===== config.mk =====
export PLATFORM = sky130hd
export DESIGN_NAME = stream_delay_line
export DESIGN_NICKNAME = d
export VERILOG_FILES = /design/src/rtl/sdl_pkg.sv /design/src/rtl/sdl_ctrl.sv /design/src/rtl/sdl_store.sv /design/src/rtl/stream_delay_line.sv
export SDC_FILE = /design/constraint.sdc
export NUM_CORES = 1
export LEC_CHECK = 0
export ABC_CLOCK_PERIOD_IN_PS = 2300
export BUFFER_PORTS_ARGS = -buffer_cell sky130_fd_sc_hd__buf_4
export CAP_MARGIN = 10
export CORE_MARGIN = 5
export CORE_UTILIZATION = 50
export CTS_CLUSTER_SIZE = 30
export DETAILED_ROUTE_END_ITERATION = 8
export GPL_TIMING_DRIVEN = 1
export PLACE_DENSITY = 0.65
export SKIP_LAST_GASP = 1
export SYNTH_ARGS = -nofsm -noshare
export SYNTH_HDL_FRONTEND = slang
export SYNTH_SLANG_ARGS = --single-unit

===== constraint.sdc =====
create_clock -name clk_i -period 2.3 [get_ports clk_i]
set_clock_uncertainty 0.05 [all_clocks]
set_input_delay 0.23 -clock clk_i [delete_from_list [all_inputs] [get_ports clk_i]]
set_output_delay 0.23 -clock clk_i [all_outputs]
set_load 0.02 [all_outputs]

===== src/rtl/sdl_pkg.sv =====
package sdl_pkg;
  // circular step on the non-negative range, plain increment while negative
  function automatic int ptr_inc(int p, int depth);
    return (p == depth - 1) ? 0 : p + 1;
  endfunction
endpackage


===== src/rtl/sdl_ctrl.sv =====
module sdl_ctrl #(
  parameter int DEPTH = 16,
  parameter int DLY_W = 8,
  localparam int IDX_W = $clog2(DEPTH),
  localparam int PTR_W = IDX_W + 1
) (
  input  logic             clk_i,
  input  logic             rst_ni,
  input  logic             start_i,
  input  logic [DLY_W-1:0] delay_i,
  output logic [IDX_W-1:0] wr_idx_o,
  output logic [IDX_W-1:0] rd_idx_o,
  output logic             rd_ok_o,
  output logic             active_o,
  output logic             zero_o,
  output logic             err_o
);
  logic signed [PTR_W-1:0] wr_ptr, rd_ptr;
  logic active_q, zero_q, err_q;
  logic over;
  int   dly_int;

  always_comb begin
    over    = 32'(delay_i) >= DEPTH;
    dly_int = over ? DEPTH - 1 : int'(delay_i);
  end

  always_ff @(posedge clk_i or negedge rst_ni) begin
    if (!rst_ni) begin
      wr_ptr   <= '0;
      rd_ptr   <= '0;
      active_q <= 1'b0;
      zero_q   <= 1'b0;
      err_q    <= 1'b0;
    end else if (start_i) begin
      wr_ptr   <= '0;
      rd_ptr   <= PTR_W'(-dly_int);
      active_q <= 1'b1;
      zero_q   <= (dly_int == 0);
      err_q    <= over;
    end else if (active_q) begin
      wr_ptr <= PTR_W'(sdl_pkg::ptr_inc(int'(wr_ptr), DEPTH));
      rd_ptr <= PTR_W'(sdl_pkg::ptr_inc(int'(rd_ptr), DEPTH));
    end
  end

  assign wr_idx_o = wr_ptr[IDX_W-1:0];
  assign rd_idx_o = rd_ptr[IDX_W-1:0];
  assign rd_ok_o  = active_q & ~rd_ptr[PTR_W-1];
  assign active_o = active_q;
  assign zero_o   = zero_q;
  assign err_o    = err_q;

  assert_wr_start_R1: assert property (@(posedge clk_i) disable iff (!rst_ni)
    start_i |=> wr_ptr == '0);
  assert_rd_start_R1: assert property (@(posedge clk_i) disable iff (!rst_ni)
    (start_i && 32'(delay_i) < DEPTH) |=> int'(rd_ptr) == -int'($past(delay_i)));
  assert_clamp_R6: assert property (@(posedge clk_i) disable iff (!rst_ni)
    (start_i && 32'(delay_i) >= DEPTH) |=> (err_o && int'(rd_ptr) == -(DEPTH - 1)));
  assert_hold_R7: assert property (@(posedge clk_i) disable iff (!rst_ni)
    !start_i |=> ($stable(zero_o) && $stable(err_o)));
  assert_rd_range_R3: assert property (@(posedge clk_i) disable iff (!rst_ni)
    int'(rd_ptr) > -DEPTH);
endmodule


===== src/rtl/sdl_store.sv =====
module sdl_store #(
  parameter int DEPTH  = 16,
  parameter int DATA_W = 16,
  localparam int IDX_W = $clog2(DEPTH)
) (
  input  logic              clk_i,
  input  logic              we_i,
  input  logic [IDX_W-1:0]  wr_idx_i,
  input  logic              wr_valid_i,
  input  logic [DATA_W-1:0] wr_data_i,
  input  logic [IDX_W-1:0]  rd_idx_i,
  output logic              rd_valid_o,
  output logic [DATA_W-1:0] rd_data_o
);
  logic [DATA_W:0] cell_q [DEPTH];

  // one write and one read of another cell in the same cycle
  always_ff @(posedge clk_i) begin
    if (we_i) cell_q[wr_idx_i] <= {wr_valid_i, wr_data_i};
  end

  assign rd_valid_o = cell_q[rd_idx_i][DATA_W];
  assign rd_data_o  = cell_q[rd_idx_i][DATA_W-1:0];
endmodule


===== src/rtl/stream_delay_line.sv =====
module stream_delay_line #(
  parameter int DATA_W = 16,
  parameter int DEPTH  = 16,
  parameter int DLY_W  = 8,
  localparam int IDX_W = $clog2(DEPTH)
) (
  input  logic              clk_i,
  input  logic              rst_ni,
  input  logic              start_i,
  input  logic [DLY_W-1:0]  delay_i,
  input  logic              valid_i,
  input  logic [DATA_W-1:0] data_i,
  output logic              valid_o,
  output logic [DATA_W-1:0] data_o,
  output logic              err_o
);
  logic [IDX_W-1:0]  wr_idx, rd_idx;
  logic              rd_ok, active, zero;
  logic              mem_valid;
  logic [DATA_W-1:0] mem_data;

  sdl_ctrl #(.DEPTH(DEPTH), .DLY_W(DLY_W)) u_ctrl (
    .clk_i, .rst_ni, .start_i, .delay_i,
    .wr_idx_o(wr_idx), .rd_idx_o(rd_idx), .rd_ok_o(rd_ok),
    .active_o(active), .zero_o(zero), .err_o
  );

  sdl_store #(.DEPTH(DEPTH), .DATA_W(DATA_W)) u_store (
    .clk_i,
    .we_i(active & ~start_i),
    .wr_idx_i(wr_idx), .wr_valid_i(valid_i), .wr_data_i(data_i),
    .rd_idx_i(rd_idx), .rd_valid_o(mem_valid), .rd_data_o(mem_data)
  );

  // zero delay bypasses the store
  assign valid_o = active & (zero ? valid_i : (rd_ok & mem_valid));
  assign data_o  = zero ? data_i : mem_data;

  assert_no_early_R3: assert property (@(posedge clk_i) disable iff (!rst_ni)
    (active && !zero && !rd_ok) |-> !valid_o);
  assert_idle_R4: assert property (@(posedge clk_i) disable iff (!rst_ni)
    !active |-> (!valid_o && !err_o));
  assert_bypass_R5: assert property (@(posedge clk_i) disable iff (!rst_ni)
    (active && zero) |-> (valid_o == valid_i && (!valid_i || data_o == data_i)));
endmodule


==> impl_results.md <==
* Post-DRT Antenna Nets at 0
* Mean Syn Cell Area at 18.0 um^2
* Minimum clock period at 2.75 ns
* Fill count at 1700
* Synth Area in Simple Gates at 0.0357
* Die H at 163 um
* Endpoints failing setup at 18
* Slew Limit Fails at 0
* Count leader, synth: edfxtp_1
* CTS tree: yes
* Logic pwr share at 0.139
* Hpwl dp at 14.7 mm
* Synth cell types at 37
* Complex-gate fraction of the synthesized area at 0.0581
* Final Cycle Share at 1.20
* Row count at 56
* Htree depth at 1
* Switching share of power at 0.232
* FMAX at 0.363 GHz
* Num ports at 46
* Max-cap viol count at 0
* Final Hold Vio Count at 1
* Area grow syn2layout at 23.0%
* YS warnings at 0
* RSZ-0062 raised after global routing: true
* GRT overflow at 0
* PwrDens at 836 mW/mm^2
* Minimum hold slack at -0.00186 ns
* Area of the multi-input gates at 0.00314 mm^2
* Port buffer count at 45
* CTS Buf Count at 29
* Detailed Routing Iterations Pass 1 at 5
* Root Driver: clkbuf_16
* Post-synth top area cell: edfxtp_1
* Core Box Area at 0.0233 mm^2
* Seq/Total Area, Yosys at 0.727
* Mux share of post-synthesis cell area at 0.151
* Longest Clk Path Bufs at 3
* Ant diodes at 0
* Yosys top cell area share at 0.699
* Top cells by area, synth: edfxtp_1, mux4_2, mux2i_1
* Worst slew pin tran at 0.558 ns
* Via count at 6283
* Routed len/inst at 23.3 um
* Post-layout net count at 806
* WS Path Type: flip-flop to output pin
* Share of layout cells above drive strength 1 at 0.323
* Adder-Cell Fraction of Synth Area at 0.00535
* Outcome: finished, violations left
* Final Instance Area at 0.0144 mm^2
* Main combinational cell family by area after synthesis: multiplexers
* Worst Setup End Kind: output pin
* Max IR drop VDD at 0.578 mV
* Vias in the first global route at 6519
* Clock Power Share at 0.377
* DR iter-0 viols at 642
* Startpoint class of the critical path: flip-flop
* Register area at 0.00850 mm^2
* Psw at 2.79 mW
* Tot GR Track Use at 0.199
* Post-synth EDFFs at 272
* # clock sinks at 285
* #FFs+latches synth at 285
* Post-Route WL at 25.9 mm
* Syn Inst Count at 648
* XOR/XNOR Fraction of Synth Area at 0.00375
* Initial antenna violation count at 0
* Full die area at 0.0265 mm^2
* Synth async-reset ratio at 0.0456
* Failing checks: hold timing, setup timing
* Initial cell density of the core at 0.503
* Flop pwr share at 0.484
* Drt drc at 0
* Final worst setup slack at -0.451 ns
* Maximum fanout along the worst path at 5
* Slew HR at 0.628
* Pint at 9.24 mW
* WP data required at 2.02 ns
* Dpl cell area at 0.0127 mm^2
* Cell Area, Synth at 0.0117 mm^2
* Worst skew pair latency at 0.53 ns
* Die Wd at 163 um
* Tot Pwr at 12.0 mW
* Worst Hold Class: primary input to flip-flop
* Worst path arrival time at 2.47 ns
* Leak Pwr at 4.96 nW
* Clk pin slew, worst setup/hold paths at 0.06 ns
* Via-to-Cell Ratio at 5.63
* Synth cell count leaders: edfxtp_1, mux2i_1, o21ai_0
* Pin count of the biggest net entering global routing at 38
* Net count after synthesis at 681
* Top FF cell, synth: edfxtp_1
* GP Congestion at 0.781
* First-pass GRT wire length at 39.6 mm
area by class of cell:
class | instances | share of cell area
multi-input cells | 321 | 0.219
clock buffers | 35 | 0.0520
well taps | 319 | 0.0278
flip-flops and latches | 285 | 0.591
inverters | 7 | 0.00183
repair buffers | 129 | 0.0962
clock inverters | 19 | 0.0124
sequential cells by signal (all words and copies together), names as in the netlist:
register	flops
u_ctrl.zero_o	1
u_ctrl.active_o	1
u_ctrl.err_o	1
u_store.cell_q	272
u_ctrl.wr_ptr	5
u_ctrl.rd_ptr	5
critical path, stage by stage, from the launching register on:
cell and delay (ns):
dfrtp_4 0.52, buf_8 0.15, buf_12 0.14, buf_16 0.14, mux2_2 0.28, o21ai_2 0.15
o21ai_1 0.10, o31a_1 0.29, buf_4 0.16
cell usage in the layout (no fill, tap or decap), drive strengths merged, types with 2 or more instances in the layout:
| master | instances |
|---|---|
| inv | 8 |
| edfxtp | 272 |
| clkbuf | 35 |
| mux4 | 36 |
| o21ai | 37 |
| mux2i | 51 |
| dlygate4sd3 | 23 |
| o221ai | 2 |
| clkinvlp | 3 |
| mux2 | 34 |
| nand2 | 10 |
| o22ai | 2 |
| nor3 | 3 |
| nand3 | 5 |
| clkinv | 12 |
| o31a | 16 |
| nor2b | 17 |
| xnor2 | 2 |
| xor2 | 3 |
| buf | 106 |
| dfrtp | 13 |
| bufinv | 3 |
| ha | 5 |
| o21bai | 16 |
| a21oi | 32 |
| nor2 | 21 |
| and2 | 16 |
| nor3b | 3 |
| nand4 | 2 |
per-stage QoR:
stage,hold slack [ns],instances,TNS [ns],setup WS [ns],utilization
6_report,-0.00186,1115,-6.81,-0.451,0.618
5_1_grt,0.0139,1115,-8.06,-0.516,0.618
4_1_cts,0.00181,1112,-7.32,-0.461,0.614
3_5_place_dp,0.0427,1018,0,0.0257,0.544
3_3_place_gp,0.0394,1018,0,0.0901,0.544
2_1_floorplan,-0.116,648,0,0.373,-
power by group through the flow:
stage	Sequential, mW	Clock [mW]	Combinational, mW
after CTS	5.83	4.63	1.63
final	5.83	4.53	1.67
after detailed placement	5.94	0	1.37
after floorplan	5.90	0	0.877
after global routing	5.83	4.84	1.78
after global placement	5.93	0	1.35
path summary, 6_finish.rpt:
| path | from | cells after the start | to | slack, ns |
|---|---|---|---|---|
| setup reg to reg | u_ctrl.rd_ptr[0] | 9 | u_ctrl.rd_ptr[0] | -0.10 |
| min in group asynchronous | rst_ni | 2 | u_ctrl.rd_ptr[2] | 0.03 |
| hold reg to reg | u_ctrl.err_o | 1 | u_ctrl.err_o | 0.46 |
| setup / recovery | u_ctrl.rd_ptr[0] | 8 | data_o[9] | -0.45 |
| max in group asynchronous | rst_ni | 2 | u_ctrl.rd_ptr[0] | 1.97 |
| hold / removal | delay_i[0] | 3 | u_ctrl.rd_ptr[0] | -0.002 |
routing by layer:
metal	GRT usage	share of wire	up-vias	wire, um
met2	0.331	0.50	189	12900
met1	0.284	0.43	3235	11200
met5	0	0	-	0
met3	0.0296	0.060	28	1560
met4	0.0412	0.013	0	336
li1	-	-	2831	-
repair_timing:
item | CTS | global route
buffers inserted | 11 | 3
endpoints found under the hold margin | 294 | 0
gates cloned | 6 | 0
pin swaps | 16 | 9
resized for setup | 65 | 20
endpoints found under the setup margin | 17 | 18
hold buffers | 23 | 0
cells by family (layout without fill, tap and decap cells):
logic type / count (synthesis) / in the layout
flip-flops: 285 / 285
multiplexers: 121 / 121
AO/OA/AOI/OAI: 110 / 110
AND/OR/NAND/NOR: 80 / 80
buffers and inverters: 42 / 190
adder cells (fa/ha/maj): 5 / 5
XOR/XNOR: 5 / 5
Power figures use the tool's default switching activity.
